<file path="src/rtl/icpd_pkg.sv">
package icpd_pkg;

   typedef enum logic [1:0] {
      CLS_COMPUTE = 2'd0,
      CLS_MEMORY  = 2'd1,
      CLS_BRANCH  = 2'd2,
      CLS_ILLEGAL = 2'd3
   } cls_e;

   typedef enum logic [1:0] {
      UNIT_INT = 2'd0,
      UNIT_LSU = 2'd1,
      UNIT_FPU = 2'd2,
      UNIT_BRU = 2'd3
   } unit_e;

   typedef struct packed {
      logic  rdy;
      unit_e unit;
      cls_e  cls;
   } pd_tag_t;

   localparam int unsigned TAG_W = $bits(pd_tag_t);

   localparam logic [5:0] OP_ALU_REG = 6'h00;
   localparam logic [5:0] OP_ALU_IMM = 6'h08;
   localparam logic [5:0] OP_FP      = 6'h11;
   localparam logic [5:0] OP_LOAD    = 6'h20;
   localparam logic [5:0] OP_STORE   = 6'h28;
   localparam logic [5:0] OP_BCOND   = 6'h04;
   localparam logic [5:0] OP_JUMP    = 6'h02;
   localparam logic [5:0] OP_JREG    = 6'h03;

endpackage

</file>
<file path="src/rtl/pd_lane.sv">
module pd_lane
   import icpd_pkg::*;
#(
   parameter int unsigned INSN_W = 32,
   parameter int unsigned ADDR_W = 32
) (
   input  logic [INSN_W-1:0] insn,
   input  logic [ADDR_W-1:0] pc,
   output pd_tag_t           tag,
   output logic [ADDR_W-1:0] target
);
   localparam int unsigned SHORT_PAD = ADDR_W - 18;
   localparam int unsigned LONG_PAD  = ADDR_W - 28;

   logic [5:0]        opcode;
   logic [ADDR_W-1:0] short_off;
   logic [ADDR_W-1:0] long_off;

   assign opcode    = insn[31:26];
   assign short_off = {{SHORT_PAD{insn[15]}}, insn[15:0], 2'b00};
   assign long_off  = {{LONG_PAD{insn[25]}}, insn[25:0], 2'b00};

   always_comb begin
      tag    = '{rdy: 1'b0, unit: UNIT_INT, cls: CLS_ILLEGAL};
      target = '0;
      unique case (opcode)
         OP_ALU_REG, OP_ALU_IMM: begin
            tag.cls  = CLS_COMPUTE;
            tag.unit = UNIT_INT;
         end
         OP_FP: begin
            tag.cls  = CLS_COMPUTE;
            tag.unit = UNIT_FPU;
         end
         OP_LOAD, OP_STORE: begin
            tag.cls  = CLS_MEMORY;
            tag.unit = UNIT_LSU;
         end
         OP_BCOND: begin
            tag    = '{rdy: 1'b1, unit: UNIT_BRU, cls: CLS_BRANCH};
            target = pc + short_off;
         end
         OP_JUMP: begin
            tag    = '{rdy: 1'b1, unit: UNIT_BRU, cls: CLS_BRANCH};
            target = pc + long_off;
         end
         OP_JREG: begin
            tag.cls  = CLS_BRANCH;
            tag.unit = UNIT_BRU;
         end
         default: ;
      endcase
   end
endmodule

</file>
<file path="src/rtl/pd_stage.sv">
module pd_stage #(
   parameter int unsigned W = 8
) (
   input  logic         clk,
   input  logic         rst_n,
   input  logic         up_valid,
   output logic         up_ready,
   input  logic [W-1:0] up_data,
   output logic         dn_valid,
   input  logic         dn_ready,
   output logic [W-1:0] dn_data
);
   logic         full_q;
   logic [W-1:0] data_q;

   assign up_ready = !full_q || dn_ready;
   assign dn_valid = full_q;
   assign dn_data  = data_q;

   always_ff @(posedge clk) begin
      if (!rst_n) begin
         full_q <= 1'b0;
         data_q <= '0;
      end else if (up_ready) begin
         full_q <= up_valid;
         if (up_valid) data_q <= up_data;
      end
   end

   assert_accept_lat_R2: assert property (@(posedge clk) disable iff (!rst_n)
      (up_valid && up_ready) |=> (dn_valid && dn_data == $past(up_data)));

   assert_stall_hold_R3: assert property (@(posedge clk) disable iff (!rst_n)
      (dn_valid && !dn_ready) |=> (dn_valid && $stable(dn_data)));

   assert_stall_block_R3: assert property (@(posedge clk) disable iff (!rst_n)
      (dn_valid && !dn_ready) |-> !up_ready);
endmodule

</file>
<file path="src/rtl/icache_predecode.sv">
module icache_predecode
   import icpd_pkg::*;
#(
   parameter int unsigned LANES  = 4,
   parameter int unsigned INSN_W = 32,
   parameter int unsigned ADDR_W = 32
) (
   input  logic                       clk,
   input  logic                       rst_n,
   input  logic                       in_valid,
   output logic                       in_ready,
   input  logic [ADDR_W-1:0]          in_addr,
   input  logic [LANES*INSN_W-1:0]    in_data,
   output logic                       out_valid,
   input  logic                       out_ready,
   output logic [LANES*(INSN_W+TAG_W)-1:0] out_data,
   output logic [LANES*ADDR_W-1:0]    out_target
);
   localparam int unsigned LANE_W  = INSN_W + TAG_W;
   localparam int unsigned DATA_W  = LANES * LANE_W;
   localparam int unsigned TGT_W   = LANES * ADDR_W;
   localparam int unsigned STAGE_W = DATA_W + TGT_W;
   localparam int unsigned STEP    = INSN_W / 8;

   if (INSN_W != 32) begin : g_bad_insn
      $error("INSN_W must be 32");
   end
   if (ADDR_W < 29) begin : g_bad_addr
      $error("ADDR_W must be at least 29");
   end
   if (LANES < 1) begin : g_bad_lanes
      $error("LANES must be at least 1");
   end

   logic [DATA_W-1:0]  wide_d;
   logic [TGT_W-1:0]   tgt_d;
   logic [STAGE_W-1:0] stage_q;

   for (genvar i = 0; i < LANES; i++) begin : g_lane
      pd_tag_t           tag;
      logic [ADDR_W-1:0] pc;
      logic [ADDR_W-1:0] tgt;

      assign pc = in_addr + ADDR_W'(STEP * i);

      pd_lane #(.INSN_W(INSN_W), .ADDR_W(ADDR_W)) lane_i (
         .insn   (in_data[i*INSN_W +: INSN_W]),
         .pc     (pc),
         .tag    (tag),
         .target (tgt)
      );

      assign wide_d[i*LANE_W +: LANE_W] = {tag, in_data[i*INSN_W +: INSN_W]};
      assign tgt_d[i*ADDR_W +: ADDR_W]  = tgt;
   end

   pd_stage #(.W(STAGE_W)) stage_i (
      .clk      (clk),
      .rst_n    (rst_n),
      .up_valid (in_valid),
      .up_ready (in_ready),
      .up_data  ({tgt_d, wide_d}),
      .dn_valid (out_valid),
      .dn_ready (out_ready),
      .dn_data  (stage_q)
   );

   assign out_data   = stage_q[DATA_W-1:0];
   assign out_target = stage_q[STAGE_W-1:DATA_W];

   for (genvar i = 0; i < LANES; i++) begin : g_chk
      pd_tag_t           otag;
      logic [ADDR_W-1:0] otgt;
      assign otag = pd_tag_t'(out_data[i*LANE_W + INSN_W +: TAG_W]);
      assign otgt = out_target[i*ADDR_W +: ADDR_W];

      assert_illegal_clean_R10: assert property (@(posedge clk) disable iff (!rst_n)
         (out_valid && otag.cls == CLS_ILLEGAL) |-> (!otag.rdy && otgt == '0));

      assert_ready_branch_R9: assert property (@(posedge clk) disable iff (!rst_n)
         (out_valid && otag.rdy) |-> (otag.cls == CLS_BRANCH && otag.unit == UNIT_BRU));

      assert_no_target_R9: assert property (@(posedge clk) disable iff (!rst_n)
         (out_valid && !otag.rdy) |-> (otgt == '0));
   end

   assert_reset_idle_R1: assert property (@(posedge clk)
      !rst_n |=> !out_valid);
endmodule

</file>
<file path="config.mk">
export PLATFORM = sky130hd
export DESIGN_NAME = icache_predecode
export DESIGN_NICKNAME = d
export VERILOG_FILES = /design/src/rtl/icpd_pkg.sv /design/src/rtl/pd_lane.sv /design/src/rtl/pd_stage.sv /design/src/rtl/icache_predecode.sv
export SDC_FILE = /design/constraint.sdc
export NUM_CORES = 1
export LEC_CHECK = 0
export BUFFER_PORTS_ARGS = -buffer_cell sky130_fd_sc_hd__buf_2
export CAP_MARGIN = 10
export CORE_ASPECT_RATIO = 0.7
export CORE_UTILIZATION = 55
export CTS_CLUSTER_DIAMETER = 120
export CTS_CLUSTER_SIZE = 8
export DETAILED_ROUTE_END_ITERATION = 12
export PLACE_DENSITY_LB_ADDON = 0.25
export SYNTH_ARGS = -nofsm -noshare
export SYNTH_HDL_FRONTEND = slang
export SYNTH_HIERARCHICAL = 1
export SYNTH_SLANG_ARGS = --single-unit
</file>
<file path="constraint.sdc">
create_clock -name clk -period 4.7 [get_ports clk]
set_clock_uncertainty 0.15 [all_clocks]
set_input_delay 0.705 -clock clk [delete_from_list [all_inputs] [get_ports clk]]
set_output_delay 0.705 -clock clk [all_outputs]
set_load 0.01 [all_outputs]
</file>
==> run_results.csv, run 1 <==
group,metric,value,unit
status,status,"completed",
pwr,total_leakage_power,11.5,nW
clocking,cts_setup_buffers,0,
floorplanning,die_h,168,um
clocking,cts_hold_buf,0,
yosys,synth-seq-cells,277,
finish,finalNonFillerCells,3700,
placed_design,dpl_worst_slack,0.223,ns
yosys,synth_xor_area_share,6.38,%
floorplanning,rows,60,
drt,ant_nets,0,
finish,final_nets,3461,
timing,min_period,4.09,ns
hold_path,hp-class,"in2reg",
critical_path,reg2regPathDepth,4,
global_route,grt_max_degree,143,
yosys,synth.area.mux_share,13.2,%
global_route,grt_pass1_vias,20350,
clocking,cts_num_sinks,277,
floorplanning,core,0.0385,sq mm
drt,totalWireLength,78.4,mm
yosys,synth_edf_count,0,
pwr,power_frac_clock,36.0,%
floorplanning,dieArea,0.0400,sq mm
critical_path,worstSetupStartpoint,"in_data[28]",
timing,slew_headroom,25.8,%
yosys,netlist-cell-type-count,111,
clocking,htree_levels,2,
critical_path,worstReg2RegStart,"stage_i/dn_valid$_SDFFE_PN0P_",
yosys,synthesis.area,0.0216,sq mm
drt,first_pass_iters,7,
global_route,grt.total_usage,37.3,%
finish,drive_above_1_share,20.3,%
clocking,clk_latency,0.53,ns
critical_path,rr_endpoint,"stage_i/dn_data[160]$_SDFFE_PN0P_",
yosys,synth_top_family_by_area,"simple AND/OR/NAND/NOR gates",
floorplanning,dieWidth,239,um
pwr,power.share.sequential,35.1,%
global_route,overflow,0,
yosys,synth_top_cell_area_share,25.7,%
yosys,syn_avg_cell_area,7.74,sq um
clocking,root_buffer,"clkbuf_16",
finish,final_common_cell,"nand2_1",
drt,vias,22189,
timing,final_hold_viol_count,0,
yosys,yosys.area.top_type,"dfxtp_1",
pwr,powerDensity,282,mW/mm^2
timing,slew_violations,0,
clocking,cts_made_buffers,40,
critical_path,endpoint,"stage_i/dn_data[177]$_SDFFE_PN0P_",
pwr,p_int,4.73,mW
clocking,clk_pin_slew,0.06,ns
placed_design,dpl_cell_area,0.0240,sq mm
pwr,p_sw,2.36,mW
floorplanning,start_util,56.0,%
drt,drt-initial-drc-count,2469,
yosys,yosys.area_share.simple,25.6,%
timing,hold_ws,0.287,ns
yosys,synthAdderAreaFrac,7.80,%
pwr,switching_share,33.3,%
yosys,yosysWarnings,6,
yosys,synthCells,2786,
yosys,synth_fp_nets,3082,
finish,fin_area,0.0251,sq mm
yosys,synth_top_flop_cell,"dfxtp_1",
drt,vias_per_cell,6.00,
timing,worst_slack,0.607,ns
timing,finalSetupViolCount,0,
placed_design,dpl.hpwl,61.6,mm
yosys,seq_area_frac_synth,25.7,%
critical_path,worstSetupPathType,"in2reg",
placed_design,dp_cells,3650,
yosys,async_flop_share,0,%
timing,max_freq,244,MHz
critical_path,ff2ff_setup_slack,2.37,ns
critical_path,cp_max_fo,13,
critical_path,arrival,4.39,ns
pwr,combPwrFrac,28.9,%
critical_path,cp-end-kind,"flip-flop",
finish,mostFrequentLayoutCells,"nand2_1, buf_2, mux2i_1, dfxtp_1, nor2_1",
pwr,power,7.09,mW
timing,rsz0062_at_grt,"false",
clocking,clk_path_buf_depth,3,
pwr,ir_worst_vdd,0.000277,V
critical_path,critPathRequiredTime,5.00,ns
run,maxCapViolations,0,
timing,min_period_over_period,87.1,%
timing,setup_tns,0,ns
placed_design,gp_congestion,1.05,
finish,syn2layout_area_growth,16.4,%
yosys,synth_compound_area_share,15.2,%
clocking,postCtsResizedCells,0,
global_route,grt_first_pass_wirelength,117,mm
critical_path,start_kind,"input pin",
timing,worst_pin_slew,1.11,ns
placed_design,port_buffers,441,
clocking,cts_tree,"built",
floorplanning,ioPinCount,442,
yosys,synth_area_leaders,"dfxtp_1, mux2i_1, nand2_1",
global_route,antenna_found_initial,5,
drt,post-route-drc-count,0,
finish,fin_util,65.2,%
drt,routedWlPerCell,21.2,um
==> power by group through the flow <==
stage / registers (mW) / logic [mW] / clock network [mW]
3_5_place_dp: 2.53 / 1.98 / 0
6_report: 2.49 / 2.05 / 2.55
3_3_place_gp: 2.53 / 1.96 / 0
2_1_floorplan: 2.57 / 1.31 / 0
4_1_cts: 2.49 / 1.99 / 2.59
5_1_grt: 2.49 / 2.18 / 2.67
==> sequential cells by signal, summed over array words and instances (netlist names) <==
register / flops
stage_i/dn_valid: 1
stage_i/dn_data: 276
==> worst min path at each step <==
stage | end | start | cells past startpoint | slack [ns]
2_1_floorplan | stage_i/dn_data[0]$_SDFFE_PN0P_ | stage_i/dn_data[0]$_SDFFE_PN0P_ | 2 | 0.33
5_1_grt | stage_i/dn_data[91]$_SDFFE_PN0P_ | in_data[81] | 3 | 0.28
3_3_place_gp | stage_i/dn_data[90]$_SDFFE_PN0P_ | stage_i/dn_data[90]$_SDFFE_PN0P_ | 2 | 0.29
3_5_place_dp | stage_i/dn_data[76]$_SDFFE_PN0P_ | stage_i/dn_data[76]$_SDFFE_PN0P_ | 2 | 0.29
6_report | stage_i/dn_data[90]$_SDFFE_PN0P_ | in_data[80] | 3 | 0.29
4_1_cts | stage_i/dn_data[22]$_SDFFE_PN0P_ | in_data[22] | 3 | 0.27
==> routing by layer <==
metal  GRT usage (%)  vias up  routed length [um]
met5               0        -                   9
met4            9.70        2                1870
met3            8.26      135                7770
met2            55.0     1094               33000
met1            54.2    10525               35700
li1                -    10433                   -
==> logic make-up (layout without fill, tap and decap cells) <==
kind of cell | count (synthesis) | in the layout
buffers and inverters | 246 | 627
and+or+nand+nor | 1207 | 1207
AOI/OAI and AO/OA | 482 | 482
muxes | 285 | 285
DFF | 277 | 277
other | 0 | 6
xor gates and xnor gates | 157 | 157
adders and majority gates | 132 | 132
==> area by class of cell <==
cell class	count	area [sq um]
diodes	6	15.0
clock buffers	41	1030
clock inverters	3	22.5
fillers	3383	13400
inverters	63	236
multi-input cells	2263	14700
flip-flops and latches	277	5550
well taps	527	659
repair buffers	520	2900
==> synth_stat cells (49+ instances only) <==
| cell | n |
|---|---|
| a21o_1 | 49 |
| a21oi_1 | 137 |
| clkbuf_1 | 87 |
| dfxtp_1 | 277 |
| ha_1 | 128 |
| inv_1 | 61 |
| mux2i_1 | 284 |
| nand2_1 | 711 |
| nand3_1 | 55 |
| nand4_1 | 65 |
| nor2_1 | 156 |
| nor3_1 | 64 |
| o21ai_0 | 89 |
| xnor2_1 | 98 |
| xor2_1 | 59 |
==> critical path, cell delays in order <==
cell     delay, ns
buf_2         0.18
or4b_4        0.55
nor2_2        0.48
a21o_1        0.21
ha_1          0.32
a21oi_1       0.28
o21a_1        0.27
o22ai_1       0.15
or3_1         0.36
o21ai_1       0.26
mux2i_1       0.36
nand2_1       0.09
mux2i_1       0.18
(Power assumes the default switching activity.)
==> inputs of run 2 (changes only) <==
Settings changed: BUFFER_PORTS_ARGS -buffer_cell sky130_fd_sc_hd__buf_2 to default, DONT_BUFFER_PORTS from default to 1.
==> run 2 against run 1 <==
Compared with the run above:
- utilization shrank 7.0 points
- combinational power shrank 23%
- clock power is essentially flat
- global-route usage shrank 1.7 points
- cell count shrank 13%
- critical path type unchanged
- register-to-register slack is essentially flat
- sequential cell count is the same
- count of clock-buffer cells in the layout is the same
- hold slack lost 0.13 ns
- the flow now finishes with violations (slew limit)
==> run_results.csv, run 2 (synthesis gave the netlist of run 1 again) <==
group,metric,value,unit
timing,final_hold_viol_count,0,
timing,setup_tns,0,ns
status,violations,"slew limit",
floorplanning,ioPinCount,442,
clocking,htree_levels,2,
timing,rsz0062_at_grt,"false",
critical_path,cp_max_fo,15,
drt,totalWireLength,74.5,mm
clocking,cts_made_buffers,40,
hold_path,hold_path.startpoint,"in_data[97]",
pwr,powerDensity,297,mW/mm^2
timing,finalSetupViolCount,0,
hold_path,hold_path_end,"stage_i/dn_data[112]$_SDFFE_PN0P_",
floorplanning,dieArea,0.0400,sq mm
global_route,grt_max_degree,554,
timing,min_period,3.94,ns
finish,final_common_cell,"nand2_1",
clocking,clk_path_buf_depth,3,
critical_path,worstSetupPathType,"in2reg",
hold_path,hp-class,"in2reg",
finish,drive_above_1_share,5.43,%
pwr,ir_worst_vdd,0.000251,V
finish,syn2layout_area_growth,3.87,%
timing,slew_violations,237,
drt,vias,19863,
global_route,grt_pass1_vias,18106,
finish,seq_area,0.00555,sq mm
drt,ant_nets,0,
critical_path,worstReg2RegStart,"stage_i/dn_valid$_SDFFE_PN0P_",
critical_path,reg2regPathDepth,4,
finish,largest_reg_flops,276,
pwr,total_leakage_power,9.11,nW
global_route,antenna_found_initial,3,
clocking,root_buffer,"clkbuf_16",
floorplanning,dieWidth,239,um
timing,max_freq,254,MHz
critical_path,arrival,4.18,ns
placed_design,dpl_cell_area,0.0214,sq mm
drt,drt-initial-drc-count,1987,
floorplanning,core,0.0385,sq mm
timing,min_period_over_period,83.7,%
placed_design,port_buffers,0,
global_route,overflow,0,
clocking,cts_setup_buffers,0,
pwr,power,6.66,mW
global_route,grt_first_pass_wirelength,111,mm
floorplanning,start_util,56.0,%
clocking,clk_latency,0.53,ns
clocking,postCtsResizedCells,0,
finish,fin_area,0.0224,sq mm
status,status,"complete, but fails checks",
clocking,cts_tree,"built",
clocking,cts_hold_buf,0,
finish,mostFrequentLayoutCells,"nand2_1, mux2i_1, dfxtp_1, nor2_1, a21oi_1",
global_route,grt.total_usage,35.6,%
run,maxCapViolations,0,
drt,first_pass_iters,6,
critical_path,critPathRequiredTime,4.94,ns
clocking,cts_num_sinks,277,
clocking,clk_pin_slew,0.05,ns
drt,vias_per_cell,6.21,
hold_path,holdPathStages,2,
drt,post-route-drc-count,0,
floorplanning,rows,60,
timing,slew_headroom,-27.6,%
critical_path,start_kind,"input pin",
placed_design,gp_congestion,0.999,
floorplanning,die_h,168,um
drt,routedWlPerCell,23.3,um
timing,worst_pin_slew,1.91,ns
critical_path,ff2ff_setup_slack,2.37,ns
critical_path,cp-end-kind,"flip-flop",
finish,multiInputGateArea,0.0147,sq mm
placed_design,dpl.hpwl,57.4,mm
critical_path,rr_endpoint,"stage_i/dn_data[232]$_SDFFE_PN0P_",
finish,final_nets,2966,
finish,nFillCells,3597,
[run 2: cell count changes in the layout (fill, tap and decap cells not counted)]
cell	before	now
buf_8	1	0
buf_12	7	2
buf_4	72	23
inv_6	2	0
diode_2	6	4
buf_2	440	0
[run 2: worst max-delay path by stage]
stage / startpoint / depth (start not counted) / end / slack [ns]
global placement: in_addr[2] / 16 / stage_i/dn_data[269]$_SDFFE_PN0P_ / 0.43
global route: in_addr[3] / 15 / stage_i/dn_data[243]$_SDFFE_PN0P_ / 0.61
floorplan: in_addr[3] / 14 / stage_i/dn_data[211]$_SDFFE_PN0P_ / 0.83
finish: in_addr[2] / 16 / stage_i/dn_data[269]$_SDFFE_PN0P_ / 0.76
detailed placement: in_addr[2] / 16 / stage_i/dn_data[269]$_SDFFE_PN0P_ / 0.37
CTS: in_addr[2] / 16 / stage_i/dn_data[269]$_SDFFE_PN0P_ / 0.89
[run 2: power breakdown]
group	total [mW]	switching, mW	internal, mW
sequential	2.55	0.110	2.44
clock	2.53	1.01	1.52
combinational	1.58	0.959	0.617
[run 2: final cells by class]
cell class	count	share of cell area, %
repair buffers	25	0.949
inverters	63	1.06
flip-flops and latches	277	24.8
well taps	527	2.94
multi-input cells	2263	65.7
clock buffers	41	4.58
clock inverters	1	0.0223
diodes	4	0.0447
[run 2: per-layer routing]
metal  wire, um  global-route usage [%]  up-vias  part of all wire (%)
met5          0                       0        -                     0
met4       1950                    10.5        0                   2.6
met3       7410                    9.12      115                    10
met2      31100                    51.9      935                    42
met1      34000                    51.1     9390                    46
li1           -                       -     9423                     -
[run 2: per-stage QoR]
step                worst slack, ns  hold slack [ns]  utilization [%]  instances
floorplan                     0.833            0.329                -       2786
CTS                           0.890            0.147             58.2       3197
global placement              0.426            0.339             55.5       3155
global route                  0.614            0.149             58.2       3201
finish                        0.765            0.160             58.2       3201
detailed placement            0.369            0.342             55.5       3155
[run 2: worst max-delay path, stage by stage]
cell and delay, ns:
inv_1 0.16, ha_1 0.31, nand3b_2 0.27, nor4_4 0.37, nand2_1 0.12, xnor2_1 0.32, ha_1 0.42, a21oi_1 0.23
o21ai_0 0.14, a21oi_1 0.19, o21ai_0 0.11, a21oi_1 0.27, xor2_1 0.24, nor2_1 0.08, nand2_1 0.09, mux2i_1 0.14
==> inputs of run 3 (changes only) <==
Settings changed: ABC_AREA from default to 1.
Clock period 4.7 ns to 3.3 ns, I/O delays scaled along.
==> run 3 against run 2 <==
Compared with the run above:
- the flow still finishes with violations (slew limit)
- first-iteration DRC count is 37% higher
- register-to-register slack worse by 1.1 ns
- highest routed layer unchanged
- sequential cell count stayed put
- wire length is 8.4% higher
- cell area is 17% higher
- critical path type unchanged
==> run_results.csv, run 3 <==
group,metric,value,unit
status,status,"complete, but fails checks",
status,violations,"slew limit",
pwr,total_leakage_power,14.2,nW
floorplanning,dieWidth,256,um
pwr,powerDensity,388,mW/mm^2
finish,multiInputGateArea,0.0152,sq mm
yosys,synth_top_cell_area_share,22.3,%
drt,first_pass_iters,6,
critical_path,cp-end-kind,"flip-flop",
yosys,synthesis.area,0.0248,sq mm
timing,rsz0062_at_grt,"false",
timing,slew_headroom,-41.1,%
drt,drt-initial-drc-count,2728,
global_route,grt_pass1_vias,23118,
finish,final_common_cell,"nand2_1",
pwr,ir_worst_vdd,0.000332,V
yosys,yosysWarnings,6,
critical_path,path_cells,"ha_1 -> inv_2 -> nor2_1 -> nand2_1 -> nor2_1 -> xor2_1 -> ha_1 -> nand2_1 -> inv_1 -> nand2_1 -> nand2_1 -> nand2_1 -> nand2_1 -> a21oi_1 -> nand3_2 -> nand2_1 -> nor2_1 -> inv_1 -> nand3_1 -> nand2_1 -> nor2_1",
critical_path,critPathBufInv,3,
drt,wl_met1,36.6,mm
floorplanning,start_util,56.3,%
critical_path,reg2regPathDepth,5,
finish,syn2layout_area_growth,5.46,%
hold_path,hold_path_end,"stage_i/dn_data[38]$_SDFFE_PN0P_",
critical_path,ff2ff_setup_slack,1.28,ns
yosys,async_flop_share,0,%
drt,route.met3.wl,9.05,mm
finish,mostFrequentLayoutCells,"nand2_1, inv_1, nor2_1, nand3_1, a21oi_1",
critical_path,cpMostUsedCell,"nand2_1",
timing,min_period,2.99,ns
clocking,root_buffer,"clkbuf_16",
clocking,cts_num_sinks,277,
run,maxCapViolations,0,
drt,vias,25995,
timing,setup_tns,0,ns
yosys,syn_avg_cell_area,5.70,sq um
critical_path,critPathRequiredTime,3.56,ns
timing,finalSetupViolCount,0,
critical_path,critPathMaxStageDelay,0.44,ns
drt,post-route-drc-count,0,
placed_design,dpl.hpwl,60.9,mm
drt,ant_nets,0,
timing,final_hold_viol_count,0,
finish,largest_reg_flops,276,
hold_path,hp-class,"in2reg",
drt,vias_per_cell,5.32,
hold_path,hold_path.startpoint,"in_valid",
finish,nFillCells,4564,
yosys,synth_area_leaders,"dfxtp_1, nand2_1, inv_1",
clocking,cts_tree,"built",
yosys,seq_area_frac_synth,22.3,%
floorplanning,rows,64,
critical_path,worstReg2RegStart,"stage_i/dn_valid$_SDFFE_PN0P_",
critical_path,arrival,3.25,ns
pwr,power,10.2,mW
global_route,overflow,0,
clocking,clk_pin_slew,0.05,ns
finish,n_antenna_cell,0,
floorplanning,ioPinCount,442,
yosys,yosysMostFrequentCell,"nand2_1",
drt,wl_met2,33.0,mm
floorplanning,dieArea,0.0460,sq mm
global_route,grt_first_pass_wirelength,127,mm
yosys,synth_edf_count,0,
placed_design,port_buffers,0,
placed_design,gp_congestion,1.07,
global_route,grt_max_degree,554,
finish,final_nets,4592,
hold_path,holdPathStages,2,
global_route,grt.total_usage,34.0,%
timing,worst_pin_slew,2.12,ns
clocking,clk_path_buf_depth,3,
yosys,synth_top_flop_cell,"dfxtp_1",
floorplanning,core,0.0441,sq mm
timing,max_freq,334,MHz
yosys,synth_fp_nets,4652,
critical_path,start_kind,"input pin",
critical_path,crit_family,"simple AND/OR/NAND/NOR gates",
finish,seq_area,0.00555,sq mm
drt,top_layer,"met4",
critical_path,cp_max_fo,5,
clocking,cts_made_buffers,40,
yosys,synthCells,4356,
floorplanning,die_h,180,um
global_route,antenna_found_initial,0,
finish,drive_above_1_share,7.22,%
timing,slew_violations,322,
clocking,clk_latency,0.52,ns
clocking,htree_levels,2,
drt,routedWlPerCell,16.5,um
drt,totalWireLength,80.7,mm
yosys,netlist-cell-type-count,38,
timing,min_period_over_period,90.7,%
critical_path,rr_endpoint,"stage_i/dn_data[104]$_SDFFE_PN0P_",
clocking,postCtsResizedCells,0,
critical_path,worstSetupPathType,"in2reg",
yosys,synth_common_cells,"nand2_1, inv_1, nor2_1",
yosys,synth-seq-cells,277,
yosys,yosys.area.top_type,"dfxtp_1",
critical_path,cp_slowest_cell,"xor2_1",
run 3: logic make-up after synthesis:
group / synth area share (%)
flops: 22.3
compound gates: 11.7
buf+inv: 16.4
fa+ha+maj: 6.77
xor+xnor: 1.87
simple gates: 41.0
run 3: where the power goes:
group | leakage (nW) | internal [mW] | switching (mW) | total, mW
logic | 11.4 | 0.962 | 1.72 | 2.69
clock network | 0.509 | 2.16 | 1.41 | 3.57
registers | 2.29 | 3.59 | 0.297 | 3.89
run 3: routing by layer:
| metal | up-vias | global-route usage, % |
|---|---|---|
| met5 | - | 0 |
| met4 | 0 | 9.51 |
| met3 | 141 | 9.12 |
| met2 | 1089 | 50.6 |
| met1 | 11460 | 48.1 |
| li1 | 13305 | - |
run 3: worst register-to-register path, cell delays in order, from the launching register on:
cell and delay [ns]:
dfxtp_1 0.38, nand2_8 0.54, buf_4 0.52, nand3_1 0.14, nand2_1 0.12, nor2_1 0.05
run 3: layout make-up:
cell class	instances	share of cell area, %
clock buffer	41	3.92
tap	594	2.84
clock inverter	1	0.0191
timing repair buffer	75	2.46
multi-input combinational	3107	58.2
sequential	277	21.2
inverter	795	11.4
run 3: worst max path at each step:
| stage | start | depth (start not counted) | endpoint | slack, ns |
|---|---|---|---|---|
| 3_3_place_gp | in_addr[3] | 21 | stage_i/dn_data[266]$_SDFFE_PN0P_ | -0.01 |
| 2_1_floorplan | in_addr[3] | 22 | stage_i/dn_data[273]$_SDFFE_PN0P_ | 0.33 |
| 4_1_cts | in_addr[3] | 21 | stage_i/dn_data[266]$_SDFFE_PN0P_ | 0.50 |
| 3_5_place_dp | in_addr[3] | 21 | stage_i/dn_data[266]$_SDFFE_PN0P_ | -0.04 |
| 6_report | in_addr[3] | 21 | stage_i/dn_data[243]$_SDFFE_PN0P_ | 0.31 |
| 5_1_grt | in_addr[3] | 20 | stage_i/dn_data[265]$_SDFFE_PN0P_ | 0.16 |
run 3: metrics by stage:
stage	std cells	util, %	worst slack (ns)	hold slack (ns)	area (sq um)
3_3_place_gp	4845	56.8	-0.0107	0.380	25100
2_1_floorplan	4356	-	0.330	0.368	24800
5_1_grt	4890	59.3	0.156	0.00476	26200
6_report	4890	59.3	0.305	0.0184	26200
3_5_place_dp	4845	56.8	-0.0374	0.387	25100
4_1_cts	4889	59.3	0.496	0.00187	26200
run 3: timing repair:
action                                  4_1_cts  5_1_grt
setup buffers                                 0        0
hold buffers                                  2        1
hold endpoints to repair                    114        3
endpoints found under the setup margin        0        0
